===== src/rtl/ctmr_pkg.sv =====
package ctmr_pkg;

    localparam int unsigned ADDR_W = 3;
    localparam int unsigned NIB_W  = 4;
    localparam int unsigned CNT_W  = 2 * NIB_W;
    localparam int unsigned N_FLAG = 4;

    localparam logic [ADDR_W-1:0] REG_CTRL = 3'd0;
    localparam logic [ADDR_W-1:0] REG_LO   = 3'd1;
    localparam logic [ADDR_W-1:0] REG_HI   = 3'd2;
    localparam logic [ADDR_W-1:0] REG_MASK = 3'd3;
    localparam logic [ADDR_W-1:0] REG_FLAG = 3'd4;

    // count bit that feeds each flag, flag 0 first: 32, 8, 2, 1 Hz
    localparam int unsigned FLAG_STAGE [N_FLAG] = '{2, 4, 6, 7};

    typedef enum logic {
        RUN_OFF,
        RUN_ON
    } run_state_t;

    typedef enum logic {
        SNAP_IDLE,
        SNAP_HELD
    } snap_state_t;

endpackage


===== src/rtl/ctmr_counter.sv =====
module ctmr_counter
    import ctmr_pkg::*;
#(
    parameter int unsigned W = CNT_W
) (
    input  logic         clk,
    input  logic         rst_n,
    input  logic         tick,
    input  logic         ctrl_wr,
    input  logic         run_bit,
    input  logic         clear_bit,
    output logic [W-1:0] count,
    output logic         running,
    output logic [W-1:0] stage_fall
);

    run_state_t state_q, state_d;
    logic       step;
    logic       clear;
    logic [W-1:0] count_inc;

    // state register
    always_ff @(posedge clk or negedge rst_n) begin
        if (!rst_n) state_q <= RUN_OFF;
        else        state_q <= state_d;
    end

    // transitions: START and HALT
    always_comb begin
        state_d = state_q;
        unique case (state_q)
            RUN_OFF: if (ctrl_wr && run_bit)  state_d = RUN_ON;
            RUN_ON:  if (ctrl_wr && !run_bit) state_d = RUN_OFF;
            default: state_d = RUN_OFF;
        endcase
    end

    // outputs of the run machine
    always_comb begin
        running   = (state_q == RUN_ON);
        clear     = ctrl_wr && clear_bit;
        step      = running && tick;
        count_inc = count + W'(1);
        stage_fall = (step && !clear) ? (count & ~count_inc) : '0;
    end

    always_ff @(posedge clk or negedge rst_n) begin
        if (!rst_n)     count <= '0;
        else if (clear) count <= '0;
        else if (step)  count <= count_inc;
    end

endmodule


===== src/rtl/ctmr_hold.sv =====
module ctmr_hold
    import ctmr_pkg::*;
#(
    parameter int unsigned DW         = NIB_W,
    parameter int unsigned HOLD_TICKS = 2,
    localparam int unsigned TW        = (HOLD_TICKS < 2) ? 1 : $clog2(HOLD_TICKS)
) (
    input  logic          clk,
    input  logic          rst_n,
    input  logic          rd_lo,
    input  logic          rd_hi,
    input  logic          slow_tick,
    input  logic [DW-1:0] live_hi,
    output logic [DW-1:0] hi_view,
    output logic          held
);

    snap_state_t state_q, state_d;
    logic [DW-1:0] snap_q;
    logic [TW-1:0] tcnt_q;
    logic          expire;
    logic          take;

    always_comb begin
        expire = slow_tick && (tcnt_q == TW'(HOLD_TICKS - 1));
    end

    // state register
    always_ff @(posedge clk or negedge rst_n) begin
        if (!rst_n) state_q <= SNAP_IDLE;
        else        state_q <= state_d;
    end

    // transitions: CAPTURE, RECAPTURE, CONSUME, EXPIRE
    always_comb begin
        state_d = state_q;
        take    = 1'b0;
        unique case (state_q)
            SNAP_IDLE: begin
                if (rd_lo) begin
                    state_d = SNAP_HELD;
                    take    = 1'b1;
                end
            end
            SNAP_HELD: begin
                if (rd_lo) begin
                    take = 1'b1;
                end else if (rd_hi || expire) begin
                    state_d = SNAP_IDLE;
                end
            end
            default: state_d = SNAP_IDLE;
        endcase
    end

    always_ff @(posedge clk or negedge rst_n) begin
        if (!rst_n) begin
            snap_q <= '0;
            tcnt_q <= '0;
        end else if (take) begin
            snap_q <= live_hi;
            tcnt_q <= '0;
        end else if (state_q == SNAP_HELD && slow_tick && !expire) begin
            tcnt_q <= tcnt_q + TW'(1);
        end
    end

    // outputs
    always_comb begin
        held    = (state_q == SNAP_HELD);
        hi_view = held ? snap_q : live_hi;
    end

endmodule


===== src/rtl/ctmr_irq.sv =====
module ctmr_irq
    import ctmr_pkg::*;
#(
    parameter int unsigned NF = N_FLAG
) (
    input  logic          clk,
    input  logic          rst_n,
    input  logic [NF-1:0] set_vec,
    input  logic          mask_wr,
    input  logic          flag_wr,
    input  logic [NF-1:0] wdata,
    output logic [NF-1:0] flags,
    output logic [NF-1:0] mask,
    output logic          irq
);

    logic [NF-1:0] clr_vec;

    always_comb clr_vec = flag_wr ? wdata : '0;

    always_ff @(posedge clk or negedge rst_n) begin
        if (!rst_n) begin
            flags <= '0;
            mask  <= '0;
        end else begin
            flags <= (flags & ~clr_vec) | set_vec;
            if (mask_wr) mask <= wdata;
        end
    end

    always_comb irq = |(flags & mask);

endmodule


===== src/rtl/rtc_clock_timer.sv =====
module rtc_clock_timer
    import ctmr_pkg::*;
#(
    parameter int unsigned HOLD_TICKS = 2
) (
    input  logic              clk,
    input  logic              rst_n,
    input  logic              tick_256,
    input  logic              tick_hold,
    input  logic [ADDR_W-1:0] addr,
    input  logic              wr_en,
    input  logic              rd_en,
    input  logic [NIB_W-1:0]  wdata,
    output logic [NIB_W-1:0]  rdata,
    output logic              irq
);

    logic wr_ctrl, wr_mask, wr_flag, rd_lo, rd_hi;
    logic [CNT_W-1:0]  count;
    logic [CNT_W-1:0]  stage_fall;
    logic              running;
    logic [NIB_W-1:0]  hi_view;
    logic              held;
    logic [N_FLAG-1:0] set_vec, flags, mask;

    always_comb begin
        wr_ctrl = wr_en && (addr == REG_CTRL);
        wr_mask = wr_en && (addr == REG_MASK);
        wr_flag = wr_en && (addr == REG_FLAG);
        rd_lo   = rd_en && (addr == REG_LO);
        rd_hi   = rd_en && (addr == REG_HI);
    end

    ctmr_counter #(.W(CNT_W)) u_count (
        .clk        (clk),
        .rst_n      (rst_n),
        .tick       (tick_256),
        .ctrl_wr    (wr_ctrl),
        .run_bit    (wdata[0]),
        .clear_bit  (wdata[1]),
        .count      (count),
        .running    (running),
        .stage_fall (stage_fall)
    );

    ctmr_hold #(.DW(NIB_W), .HOLD_TICKS(HOLD_TICKS)) u_hold (
        .clk       (clk),
        .rst_n     (rst_n),
        .rd_lo     (rd_lo),
        .rd_hi     (rd_hi),
        .slow_tick (tick_hold),
        .live_hi   (count[CNT_W-1:NIB_W]),
        .hi_view   (hi_view),
        .held      (held)
    );

    for (genvar g = 0; g < N_FLAG; g++) begin : g_flag_src
        assign set_vec[g] = stage_fall[FLAG_STAGE[g]];
    end

    ctmr_irq #(.NF(N_FLAG)) u_irq (
        .clk     (clk),
        .rst_n   (rst_n),
        .set_vec (set_vec),
        .mask_wr (wr_mask),
        .flag_wr (wr_flag),
        .wdata   (wdata),
        .flags   (flags),
        .mask    (mask),
        .irq     (irq)
    );

    always_comb begin
        rdata = '0;
        case (addr)
            REG_CTRL: rdata = {3'b000, running};
            REG_LO:   rdata = count[NIB_W-1:0];
            REG_HI:   rdata = hi_view;
            REG_MASK: rdata = mask;
            REG_FLAG: rdata = flags;
            default:  rdata = '0;
        endcase
    end

endmodule


===== config.mk =====
export PLATFORM = sky130hd
export DESIGN_NAME = rtc_clock_timer
export DESIGN_NICKNAME = d
export VERILOG_FILES = /design/src/rtl/ctmr_pkg.sv /design/src/rtl/ctmr_counter.sv /design/src/rtl/ctmr_hold.sv /design/src/rtl/ctmr_irq.sv /design/src/rtl/rtc_clock_timer.sv
export SDC_FILE = /design/constraint.sdc
export NUM_CORES = 1
export LEC_CHECK = 0
export ABC_CLOCK_PERIOD_IN_PS = 2380
export BUFFER_PORTS_ARGS = -buffer_cell sky130_fd_sc_hd__buf_2
export CORE_AREA = 2 2 68 70
export CTS_CLUSTER_DIAMETER = 40
export DETAILED_ROUTE_END_ITERATION = 10
export DIE_AREA = 0 0 70 72
export PLACE_DENSITY = 0.5
export SYNTH_ARGS = -nofsm -noshare
export SYNTH_HDL_FRONTEND = slang
export SYNTH_SLANG_ARGS = --single-unit

===== constraint.sdc =====
create_clock -name clk -period 2.38 [get_ports clk]
set_input_delay 0 -clock clk [delete_from_list [all_inputs] [get_ports clk]]
set_output_delay 0 -clock clk [all_outputs]
set_load 0.05 [all_outputs]

After elaboration in Yosys (flattened, before gate mapping) --
Cells that the tools add are included.
Word-level totals: register bits after elaboration 23, bits in latches 0, RAM bits 0, ROM bits 0, input port bits 13, logic and storage cells 57, memories kept 0
Operators by class: add/subtract/negate cells 2, multipliers 0, div/mod/pow operators 0, magnitude comparators 0, equality and inequality tests 4, shift operators 0, muxes and demuxes 15, bitwise gates (word level) 8, reductions and logical operators 21
Operator list (number):
- $mux 8 | 3
- $pmux 4 s5 | 1
- $logic_and 1x1->1 | 13
- $add 8x1->8 const B | 1
- $and 4x4->4 | 2
- $and 8x8->8 | 1
- $mux 4 | 2
- $not 8->8 | 1
- $mux 1 | 7
- $eq 3x2->1 const B | 2
- $not 4->4 | 1
- $or 4x4->4 | 1
- $pmux 1 s2 | 2
- $reduce_bool 2->1 | 2
- $reduce_or 4->1 | 1
- $eq 3x1->1 const B | 1
- $eq 3x3->1 const B | 1
- $logic_not 1->1 | 3
- $logic_not 3->1 | 1
- $not 1->1 | 2
- $add 1x1->1 const B | 1
- $logic_or 1x1->1 | 1

Depth between registers and ports, before layout --
Gate-level depths: netlist (run 1).
depth in word-level cells 7, gate-level depth with buffers 6

Hierarchy --
A second synthesis (run 1) with hierarchy kept.
Unflattened totals: cells, all modules 112, area total of the unflattened synthesis 1317.5 um^2
By module, submodules not included:
- ctmr_counter | times used 1, cells each 45, area each 533.0 um^2
- ctmr_irq | times used 1, cells each 23, area each 309.0 um^2
- ctmr_hold | times used 1, cells each 19, area each 265.3 um^2
- rtc_clock_timer | times used 1, cells each 25, area each 210.2 um^2

Worst setup path after synthesis (run 1) --
No wires, ideal clock.
kind reg2out, from reg u_hold.state_q (netlist: u_hold.held), to out rdata[3], data arrival time 1.801 ns, data required time 2.380 ns, slack 0.579 ns, stages on the path, launching flop included 4, buffers on the path 0, cells stage by stage dfrtp_1 -> mux2_2 -> a22oi_1 -> o21ai_0
On the way: word-level cells in the longest chain between the ends 2
RTL lines:
- start, declared | RTL line ctmr_hold.sv:18 | snap_state_t state_q, state_d;
- start signal, assigned | RTL line ctmr_hold.sv:31 | else state_q <= state_d;
- $mux 4 | RTL line ctmr_hold.sv:71 | hi_view = held ? snap_q : live_hi;
- $pmux 4 s5 | RTL line rtc_clock_timer.sv:75 | case (addr)
- end, declared | RTL line rtc_clock_timer.sv:14 | output logic [NIB_W-1:0] rdata,
No other way between the ends.

Worst setup path in the final report (run 1) --
from reg u_hold.state_q (netlist: u_hold.held), to out rdata[0]
Same word-level chain as after synthesis.

==> results by group, run 1 <==
STA
  – Rel. slew slack: 0.518
  – Period utilization: 0.851
  – RSZ-0062 raised after global routing: no
  – Final setup fails: 0
  – PnR worst setup slack: 354 ps
  – Hold Worst Slack: 17.1 ps
  – Skew final: 2.43 ps
  – Slew @ Worst Pin: 713 ps
  – Fin. Hold Viols: 0
  – Final TNS setup: 0 ps
  – Max Freq: 494 MHz
  – Max-slew violations: 0
  – Crit path time final: 2030 ps

Clock network
  – Clk buf depth: 2
  – Clock buffer count from CTS: 3
  – Htree depth: 1
  – CTS root buf: clkbuf_8
  – Clock-pin slew on the worst setup and hold paths: 80 ps
  – CTS tree: done
  – # clock sinks: 23
  – Cells resized by post-CTS repair: 0
  – Worst-skew pair later-pin latency: 260 ps

Yosys
  – Area of the mapped netlist: 1270 um^2
  – Area leader, netlist: dfrtp_1
  – Ys async rst share: 1.00
  – Syn avg cell area: 10.4 um^2
  – Number of synthesized flops with an enable pin: 0
  – Largest cells by area after synthesis: dfrtp_1 45%, mux2_2 14%, nand2_1 5.6%
  – Syn. warnings: 0
  – Cell variety after synth: 28
  – Sequential-to-total area share from yosys stat: 0.455
  – Synth Flop Type: dfrtp_1
  – Synth Instances: 122
  – Syn Nets: 140
  – Synth top area share: 0.455
  – Yosys reg bits: 23

Die
  – Die area: 5040 um^2
  – Width of the die: 70 um
  – I/O Pins: 18
  – Initial Utilization: 0.297
  – # rows: 24
  – Die height: 72 um
  – Core area: 4260 um^2

Drt
  – Starting DRT DRC Count: 25
  – Vias/cell: 5.08
  – Antenna-violating nets left: 0
  – Routed len/inst: 14.9 um
  – Drc violations: 0
  – Routed WL: 2.90 mm
  – Vias: 986
  – DRT Pass-1 Iters: 4

Global route
  – GRT overflow: 0
  – Initial antenna violation count: 0
  – Largest net degree at the start of global routing: 24
  – First-pass GRT wire length: 5.13 mm
  – Total GRT Usage: 0.129
  – Vias in the first global route: 1,048

Finish
  – Layout cells sized above 1: 0.261
  – P&R area growth vs syn: 17.3%
  – Number of antenna diodes: 0
  – Final Instance Count excl. Fillers: 194
  – Total Nets Final: 161

Setup path
  – Largest stage delay, worst path: 460 ps
  – CP required: 2380 ps
  – Crit Path Category: reg2out
  – Top delay family on crit path: multiplexers
  – Buffers & Inverters on Critical Path: 1
  – Slowest CP cell: dfrtp_1
  – CP Cell Sequence: mux2_1, mux4_2, mux2_2, buf_2
  – Crit start category: register
  – Crit path capture type: output port
  – CP Max Fanout: 6
  – Critical Path AT: 2030 ps

Pwr
  – P per Cell Area: 713 nW/um^2
  – Lkg Pwr: 0.676 nW
  – Max VDD drop: 465 uV
  – Total Power: 0.00106 W

Worst hold path
  – Worst hold-check path type: in2reg

Place
  – DP Worst Slack: 646 ps
  – Placer Congestion: 0.820
  – Detail Placement HPWL: 2.18 mm
  – Placed Cells: 185
  – Port Buffer Count: 17

Run
  – Max cap viols: 0

Status
  – Status: completed
worst paths after layout:
path                            cells past startpoint               end  slack [ps]        startpoint
min in group asynchronous                           2     u_irq.mask[0]         250             rst_n
worst max-delay path                                4          rdata[0]         350       u_hold.held
worst min register to register                      2     u_hold.tcnt_q         490     u_hold.tcnt_q
max in group asynchronous                           2  u_hold.snap_q[0]        1770             rst_n
worst min-delay path                                2     u_irq.mask[1]          20          wdata[1]
worst max register to register                      5    u_irq.flags[2]         820  u_count.count[0]
per-layer routing:
layer  GRT usage  wire length (um)  up-vias  part of all wire
met1       0.168              1400      478              0.48
met2       0.211              1320       21              0.46
met5           0                 0        -                 0
met4      0.0513                49        0             0.017
met3      0.0264               125        5             0.043
li1            -                 -      482                 -
cells in the final DEF, fill, tap and decap left out:
| cell | Yosys | final |
|---|---|---|
| a22o_1 | 4 | 4 |
| ha_1 | 5 | 5 |
| nor3_1 | 1 | 1 |
| a22oi_1 | 5 | 5 |
| nor2b_1 | 1 | 1 |
| mux2_1 | 1 | 1 |
| nor4bb_1 | 1 | 1 |
| nand3_1 | 3 | 3 |
| nor4b_1 | 1 | 1 |
| nor3b_1 | 3 | 3 |
| clkbuf_8 | 0 | 3 |
| dfrtp_1 | 23 | 23 |
| nand4_1 | 1 | 1 |
| inv_1 | 1 | 1 |
| clkbuf_1 | 3 | 1 |
| dlygate4sd3_1 | 0 | 5 |
| mux2_2 | 16 | 16 |
| o21ai_0 | 5 | 5 |
| nand3b_1 | 1 | 1 |
| and2_1 | 3 | 3 |
| mux4_2 | 1 | 1 |
| nor2_1 | 4 | 4 |
| and3_1 | 2 | 2 |
| xnor2_1 | 1 | 1 |
| a21oi_1 | 10 | 10 |
| or3_1 | 2 | 2 |
| a21boi_0 | 1 | 1 |
| buf_2 | 3 | 17 |
| nand2_1 | 19 | 19 |
| nand4b_1 | 1 | 1 |
report_power, final:
part	leakage [nW]	internal (W)	switching (W)
clock	0.0228	0.000120	0.000123
combinational	0.349	0.000124	0.000152
sequential	0.304	0.000457	0.0000825
total	0.676	0.000701	0.000358
sequential cells by signal, summed over array words and instances (netlist names), named ones only:
| register | count |
|---|---|
| u_count.count | 8 |
| u_hold.snap_q | 4 |
| u_irq.flags | 4 |
| u_irq.mask | 4 |
| u_hold.held | 1 |
| u_hold.tcnt_q | 1 |
worst reg2reg max path, delay by kind of cell, from the launching register on:
kind | cells | cell delay [ps]
AO/OA/AOI/OAI | 1 | 220
AND/OR/NAND/NOR | 2 | 380
flip-flops | 1 | 430
adder cells (fa/ha/maj) | 2 | 420
cells in the mapped netlist (2+ instances only):
cell / number
nand2_1: 19
nor2_1: 4
nand3_1: 3
a22oi_1: 5
nor3b_1: 3
a21oi_1: 10
and2_1: 3
o21ai_0: 5
clkbuf_1: 3
dfrtp_1: 23
ha_1: 5
mux2_2: 16
and3_1: 2
buf_2: 3
a22o_1: 4
or3_1: 2
final cells by class:
cell class	count	area (um^2)
Clock buffer	4	45.0
Fill cell	462	2780
Inverter	1	3.75
Multi-Input combinational cell	92	661
Sequential cell	23	576
Tap cell	52	65.1
Timing Repair Buffer	22	135
per-stage QoR:
step	cell area, um^2	utilization
global placement	1390	0.326
floorplan	1270	-
global route	1490	0.348
detailed placement	1390	0.326
CTS	1490	0.348
finish	1490	0.348
repair_timing:
item | in CTS | in global routing
endpoints found under the hold margin | 27 | 0
hold buffers | 5 | 0
setup buffers | 0 | 0
kinds of logic (layout without fill, tap and decap cells):
group,count (synthesis),in the layout,share of synthesized area
buffers and inverters,7,27,0.0237
adder cells (fa/ha/maj),5,5,0.0494
flip-flops,23,23,0.455
XOR/XNOR,1,1,0.00692
AND/OR/NAND/NOR,43,43,0.174
multiplexers,18,18,0.169
AO/OA/AOI/OAI,25,25,0.123
Power figures use the tool's default switching activity.
==> run 2, diff against run 1 <==
--- a/config.mk
+++ b/config.mk
@@ -7,11 +7,11 @@
 export LEC_CHECK = 0
 export ABC_CLOCK_PERIOD_IN_PS = 2380
 export BUFFER_PORTS_ARGS = -buffer_cell sky130_fd_sc_hd__buf_2
-export CORE_AREA = 2 2 68 70
+export CORE_AREA = 2 2 60 62
 export CTS_CLUSTER_DIAMETER = 40
 export DETAILED_ROUTE_END_ITERATION = 10
-export DIE_AREA = 0 0 70 72
-export PLACE_DENSITY = 0.5
+export DIE_AREA = 0 0 62 64
+export PLACE_DENSITY = 0.6
 export SYNTH_ARGS = -nofsm -noshare
 export SYNTH_HDL_FRONTEND = slang
 export SYNTH_SLANG_ARGS = --single-unit
==> run 2 against run 1 <==
  * Non-clock buffer count grew 1
  * Maximum frequency shrank 2.5%
  * Clock power shrank 24%
  * Global-route usage grew 2.5 points
  * Routed wire length shrank 4.8%
  * Critical path depth is the same
  * Register-to-register slack lost 20 ps
  * Hold slack gained 39 ps
  * Highest routed layer unchanged
==> results by group, run 2 (synthesized netlist as in run 1, its figures left out) <==
Place
  – Placer Congestion: 0.755 (-7.9%)
  – Detail Placement HPWL: 2.09 mm (-4.4%)
  – Port Buffer Count: 17 (unchanged)

Setup path
  – Crit path capture type: output port
  – CP required: 2380 ps (about the same)
  – Number of cells on the worst reg-to-reg path: 6 (+1)
  – Top delay family on crit path: multiplexers
  – Flop-to-flop setup slack: 800 ps (-20 ps)
  – Crit start category: register
  – Crit path depth: 4 (unchanged)
  – Buffers & Inverters on Critical Path: 1 (unchanged)
  – RR Startpoint: u_count.count[0]
  – Largest stage delay, worst path: 480 ps (+20 ps)
  – R2r endpoint: u_count.count[6]
  – Crit Path Category: reg2out
  – CP Max Fanout: 6 (unchanged)
  – CP Cell Sequence: mux2_1, mux4_2, mux2_2, buf_2
  – Worst setup path end: rdata[0]
  – Crit path from: u_hold.held
  – Critical Path AT: 2080 ps (+50 ps)
  – Slowest CP cell: dfrtp_1

Clock network
  – # clock sinks: 23 (unchanged)
  – CTS tree: done
  – Worst-skew pair later-pin latency: 310 ps (+50 ps)
  – Clock buffer count from CTS: 3 (unchanged)
  – CTS root buf: clkbuf_4
  – Cells resized by post-CTS repair: 0 (unchanged)
  – Postcts setup bufs: 0 (unchanged)
  – Htree depth: 1 (unchanged)
  – Clk buf depth: 2 (unchanged)
  – Clock-pin slew on the worst setup and hold paths: 130 ps (+50 ps)

Status
  – Status: completed

Finish
  – Layout cells sized above 1: 0.259 (-0.00182)
  – Commonest non-fill, non-tap cell in the layout: dfrtp_1
  – Filler cells: 327 (-29%)
  – Most frequent cells in the layout: 23 x dfrtp_1, 19 x nand2_1, 17 x buf_2, 16 x mux2_2, 10 x a21oi_1
  – Number of antenna diodes: 0 (unchanged)
  – Max reg flops: 8 (unchanged)
  – Total Nets Final: 162 (+0.62%)
  – P&R area growth vs syn: 16.0%
  – Final core occ: 0.447 (+0.0989)
  – Biggest register: u_count.count

Die
  – Die height: 64 um (-11%)
  – Die area: 3970 um^2 (-21%)
  – Initial Utilization: 0.386 (+0.0886)
  – # rows: 21 (-13%)
  – Width of the die: 62 um (-11%)
  – I/O Pins: 18 (unchanged)
  – Core area: 3280 um^2 (-23%)

Pwr
  – Lkg Pwr: 0.672 nW (-0.53%)
  – Psw: 0.000352 W (-1.8%)
  – P per Cell Area: 681 nW/um^2 (-4.6%)
  – Comb pwr share: 0.275 (+0.014)
  – Sequential group share of total power: 0.541 (+0.031)
  – P_int: 0.000648 W (-7.6%)
  – Clock share of power: 0.185 (-0.044)
  – Max VDD drop: 369 uV (-21%)
  – Switch share: 0.352 (+0.0138)

STA
  – Hold Worst Slack: 56.5 ps (+39.3 ps)
  – Max Freq: 481 MHz (-2.5%)
  – Final TNS setup: 0 ps (unchanged)
  – Period utilization: 0.873 (+0.0219)
  – RSZ-0062 raised after global routing: no
  – Fin. Hold Viols: 0 (unchanged)
  – Slew @ Worst Pin: 576 ps (-137 ps)
  – Rel. slew slack: 0.611 (+0.0925)
  – Max-slew violations: 0 (unchanged)
  – Skew final: 3.53 ps (+1.10 ps)
  – Crit path time final: 2080 ps (+52.2 ps)
  – Final setup fails: 0 (unchanged)

Global route
  – GRT overflow: 0 (unchanged)
  – Vias in the first global route: 971 (-7.3%)
  – Largest net degree at the start of global routing: 24 (unchanged)
  – Initial antenna violation count: 0 (unchanged)
  – Total GRT Usage: 0.154 (+0.0252)
  – First-pass GRT wire length: 4.57 mm (-11%)

Drt
  – Vias/cell: 5.25 (+3.4%)
  – Vias: 993 (+0.71%)
  – Antenna-violating nets left: 0 (unchanged)
  – Starting DRT DRC Count: 52 (+110%)
  – Routed len/inst: 14.6 um (-2.3%)
  – Routed WL: 2.76 mm (-4.8%)
  – DRT Pass-1 Iters: 4 (unchanged)
  – Drc violations: 0 (unchanged)

Worst hold path
  – Worst hold-check path type: in2reg

Run
  – Max cap viols: 0 (unchanged)
-- run 2: metal layers --
layer  vias to the layer above  routed length (um)  track usage
li1                        486                   -            -
met1                       493                1400        0.227
met2                        12                1260        0.225
met3                         2                  75       0.0263
met4                         0                  24       0.0479
met5                         -                   0            0
-- run 2: tightest hold or removal path, stage by stage --
cell and delay (ps):
buf_2 100, nand3b_1 70, a21oi_1 60, nor2_1 90
-- run 2: how the worst min path moves through the flow --
stage | startpoint | end | depth (start not counted)
floorplan | rst_n | async pin | 0
global placement | rst_n | u_irq.flags[0] | 1
detailed placement | rst_n | u_irq.flags[0] | 1
CTS | rd_en | u_hold.held | 4
global route | rd_en | u_hold.held | 4
finish | rd_en | u_hold.held | 4
-- run 2: layout make-up --
cell class	instances	area, um^2	area share
sequential	23	576	0.392
clock buffer	4	26.3	0.0179
multi-input combinational	92	661	0.450
tap	46	57.6	0.0392
timing repair buffer	23	145	0.0988
inverter	1	3.75	0.00256
-- run 2: metrics by stage --
step	instances	power, W	area (um^2)	setup slack [ps]
2_1_floorplan	122	0.000730	1270	579
3_3_place_gp	179	0.000809	1380	688
3_5_place_dp	179	0.000817	1380	624
4_1_cts	189	0.00101	1470	278
5_1_grt	189	0.00107	1470	234
6_report	189	0.00100	1470	302
-- run 2: power by group through the flow --
stage	clock network (W)	logic [W]	registers [W]
after floorplan	0	0.000213	0.000517
after global placement	0	0.000264	0.000545
after detailed placement	0	0.000271	0.000546
after CTS	0.000189	0.000279	0.000537
after global routing	0.000205	0.000313	0.000551
final	0.000184	0.000275	0.000540
-- run 2: what timing repair did --
action                                 4_1_cts  5_1_grt
endpoints found under the hold margin       33        0
setup endpoints to repair                    0        0
hold buffers                                 6        0
==> run 3, diff against run 2 <==
--- a/config.mk
+++ b/config.mk
@@ -7,11 +7,12 @@
 export LEC_CHECK = 0
 export ABC_CLOCK_PERIOD_IN_PS = 2380
 export BUFFER_PORTS_ARGS = -buffer_cell sky130_fd_sc_hd__buf_2
-export CORE_AREA = 2 2 60 62
+export CORE_AREA = 2 2 54 56
 export CTS_CLUSTER_DIAMETER = 40
 export DETAILED_ROUTE_END_ITERATION = 10
-export DIE_AREA = 0 0 62 64
-export PLACE_DENSITY = 0.6
+export DIE_AREA = 0 0 56 58
+export PLACE_DENSITY = 0.71
+export SETUP_SLACK_MARGIN = 0.02
 export SYNTH_ARGS = -nofsm -noshare
 export SYNTH_HDL_FRONTEND = slang
 export SYNTH_SLANG_ARGS = --single-unit
==> run 3 against run 2 <==
  * Clock power barely moved
  * Register-to-register slack got worse by 30 ps
  * Worst setup slack got worse by 11 ps
  * Sequential share of layout area rose by 0.47 points
  * Maximum frequency fell by 0.54%
  * Sequential power rose by 1%
  * Clock skew rose by 3.3 ps
  * First-iteration DRC count fell by 63%
  * Power rose by 0.62%
  * Final cell count fell by 7.9%
  * Routed wire length fell by 1.6%
==> results by group, run 3 (synthesized netlist as in run 1, its figures left out) <==
STA
  – Skew final: 6.87 ps (+3.34 ps)
  – Rel. slew slack: 0.560 (-0.0509)
  – Max Freq: 479 MHz (-0.54%)
  – RSZ-0062 raised after global routing: no
  – Slew @ Worst Pin: 652 ps (+75.3 ps)
  – Max-slew violations: 0 (unchanged)
  – Crit path time final: 2090 ps (+11.4 ps)
  – Final TNS setup: 0 ps (unchanged)
  – Fin. Hold Viols: 0 (unchanged)
  – Final setup fails: 0 (unchanged)
  – Hold Worst Slack: 33.0 ps (-23.5 ps)
  – Period utilization: 0.878 (+0.00478)

Drt
  – Vias: 1,028 (+3.5%)
  – Starting DRT DRC Count: 19 (-63%)
  – DRT Pass-1 Iters: 4 (unchanged)
  – Routed WL: 2.72 mm (-1.6%)
  – Antenna-violating nets left: 0 (unchanged)
  – Vias/cell: 5.91 (+12%)
  – Routed len/inst: 15.6 um (+6.9%)
  – Drc violations: 0 (unchanged)

Clock network
  – Clock buffer count from CTS: 3 (unchanged)
  – Htree depth: 1 (unchanged)
  – CTS root buf: clkbuf_4
  – Worst-skew pair later-pin latency: 320 ps (about the same)
  – Clock-pin slew on the worst setup and hold paths: 130 ps (about the same)
  – Clk buf depth: 2 (unchanged)
  – # clock sinks: 23 (unchanged)
  – Cells resized by post-CTS repair: 0 (unchanged)
  – CTS tree: done

Finish
  – Layout cells sized above 1: 0.266 (+0.00699)
  – Max reg flops: 8 (unchanged)
  – Commonest non-fill, non-tap cell in the layout: dfrtp_1
  – Total Nets Final: 162 (unchanged)
  – Most frequent cells in the layout: 23 x dfrtp_1, 19 x nand2_1, 17 x buf_2, 16 x mux2_2, 10 x a21oi_1
  – P&R area growth vs syn: 14.6%
  – Number of antenna diodes: 0 (unchanged)
  – Filler cells: 241 (-26%)
  – Biggest register: u_count.count

Setup path
  – Slowest CP cell: dfrtp_1
  – CP required: 2380 ps (about the same)
  – Crit path depth: 4 (unchanged)
  – CP Cell Sequence: mux2_1, mux4_2, mux2_2, buf_2
  – Top delay family on crit path: multiplexers
  – Crit Path Category: reg2out
  – Largest stage delay, worst path: 480 ps (about the same)
  – CP Max Fanout: 6 (unchanged)
  – Crit path capture type: output port
  – Crit start category: register
  – Critical Path AT: 2090 ps (about the same)
  – Number of cells on the worst reg-to-reg path: 6 (unchanged)
  – Buffers & Inverters on Critical Path: 1 (unchanged)

Pwr
  – Lkg Pwr: 0.675 nW (+0.41%)
  – Total Power: 0.00101 W (+0.62%)
  – Max VDD drop: 447 uV (+21%)
  – P per Cell Area: 693 nW/um^2 (+1.8%)

Die
  – Initial Utilization: 0.476 (+0.0900)
  – Die area: 3250 um^2 (-18%)
  – # rows: 19 (-9.5%)
  – Die height: 58 um (-9.4%)
  – Core area: 2660 um^2 (-19%)
  – I/O Pins: 18 (unchanged)
  – Width of the die: 56 um (-9.7%)

Global route
  – Most Used Layer, Global Route: met2
  – Total GRT Usage: 0.181 (+0.0273)
  – Largest net degree at the start of global routing: 24 (unchanged)
  – Vias in the first global route: 1,000 (+3.0%)
  – Grt met3 use: 0.0469 (+0.0206)
  – First-pass GRT wire length: 4.53 mm (-0.74%)
  – GRT met1 Usage: 0.235 (+0.00783)
  – Met2 GRT Util: 0.294 (+0.0689)
  – Initial antenna violation count: 0 (unchanged)
  – GRT overflow: 0 (unchanged)

Place
  – Placer Congestion: 0.794 (+5.2%)
  – Port Buffer Count: 17 (unchanged)
  – Detail Placement HPWL: 2.01 mm (-3.5%)

Status
  – Status: completed

Worst hold path
  – Worst Hold Depth: 4 (unchanged)
  – Worst hold-check path type: in2reg

Run
  – Max cap viols: 0 (unchanged)
## run 3: cell types whose count changed in the layout (fill, tap and decap cells not counted)
| cell | change |
|---|---|
| clkbuf_1 | -1 |
| clkinv_2 | +1 |
## run 3: final cells by class
class | instances | area (um^2) | share of cell area
multi-input cells | 92 | 661 | 0.455
clock inverters | 1 | 5.00 | 0.00345
inverters | 1 | 3.75 | 0.00259
repair buffers | 23 | 145 | 0.100
well taps | 31 | 38.8 | 0.0267
flip-flops and latches | 23 | 576 | 0.397
clock buffers | 3 | 22.5 | 0.0155
## run 3: worst paths after layout
kind,startpoint,to,slack [ps]
min in group asynchronous,rst_n,u_irq.flags[1],180
setup / recovery,u_hold.held,rdata[0],290
hold reg to reg,u_hold.snap_q[0],u_hold.snap_q[0],520
max in group asynchronous,rst_n,u_irq.mask[1],1850
setup reg to reg,u_count.count[0],u_count.count[6],770
hold / removal,rd_en,u_hold.held,30
## run 3: power breakdown
| group | internal, W | leakage (nW) | switching, W |
|---|---|---|---|
| Combinational | 0.000126 | 0.353 | 0.000150 |
| Clock | 0.0000630 | 0.0177 | 0.000121 |
| Sequential | 0.000457 | 0.304 | 0.0000885 |
## run 3: worst min-delay path: stages
cell      delay, ps
buf_2           100
nand3b_1         70
a21oi_1          60
nor2_1           80
## run 3: timing repair
action                                  CTS  global route
hold buffers                              6             0
setup buffers                             0             0
endpoints found under the hold margin    33             0
endpoints found under the setup margin    0             0
## run 3: stage by stage
step / util / setup WS [ps] / area [um^2] / std cells
finish: 0.545 / 291 / 1450 / 174
floorplan: - / 579 / 1270 / 122
global placement: 0.512 / 683 / 1360 / 164
global route: 0.545 / 220 / 1450 / 174
detailed placement: 0.512 / 669 / 1360 / 164
CTS: 0.545 / 281 / 1450 / 174
## run 3: metal layers
layer / vias to the layer above / part of all wire / wire [um]
met5: - / 0 / 0
li1: 486 / - / -
met3: 7 / 0.036 / 99
met2: 21 / 0.48 / 1320
met4: 0 / 0.016 / 43
met1: 514 / 0.46 / 1260
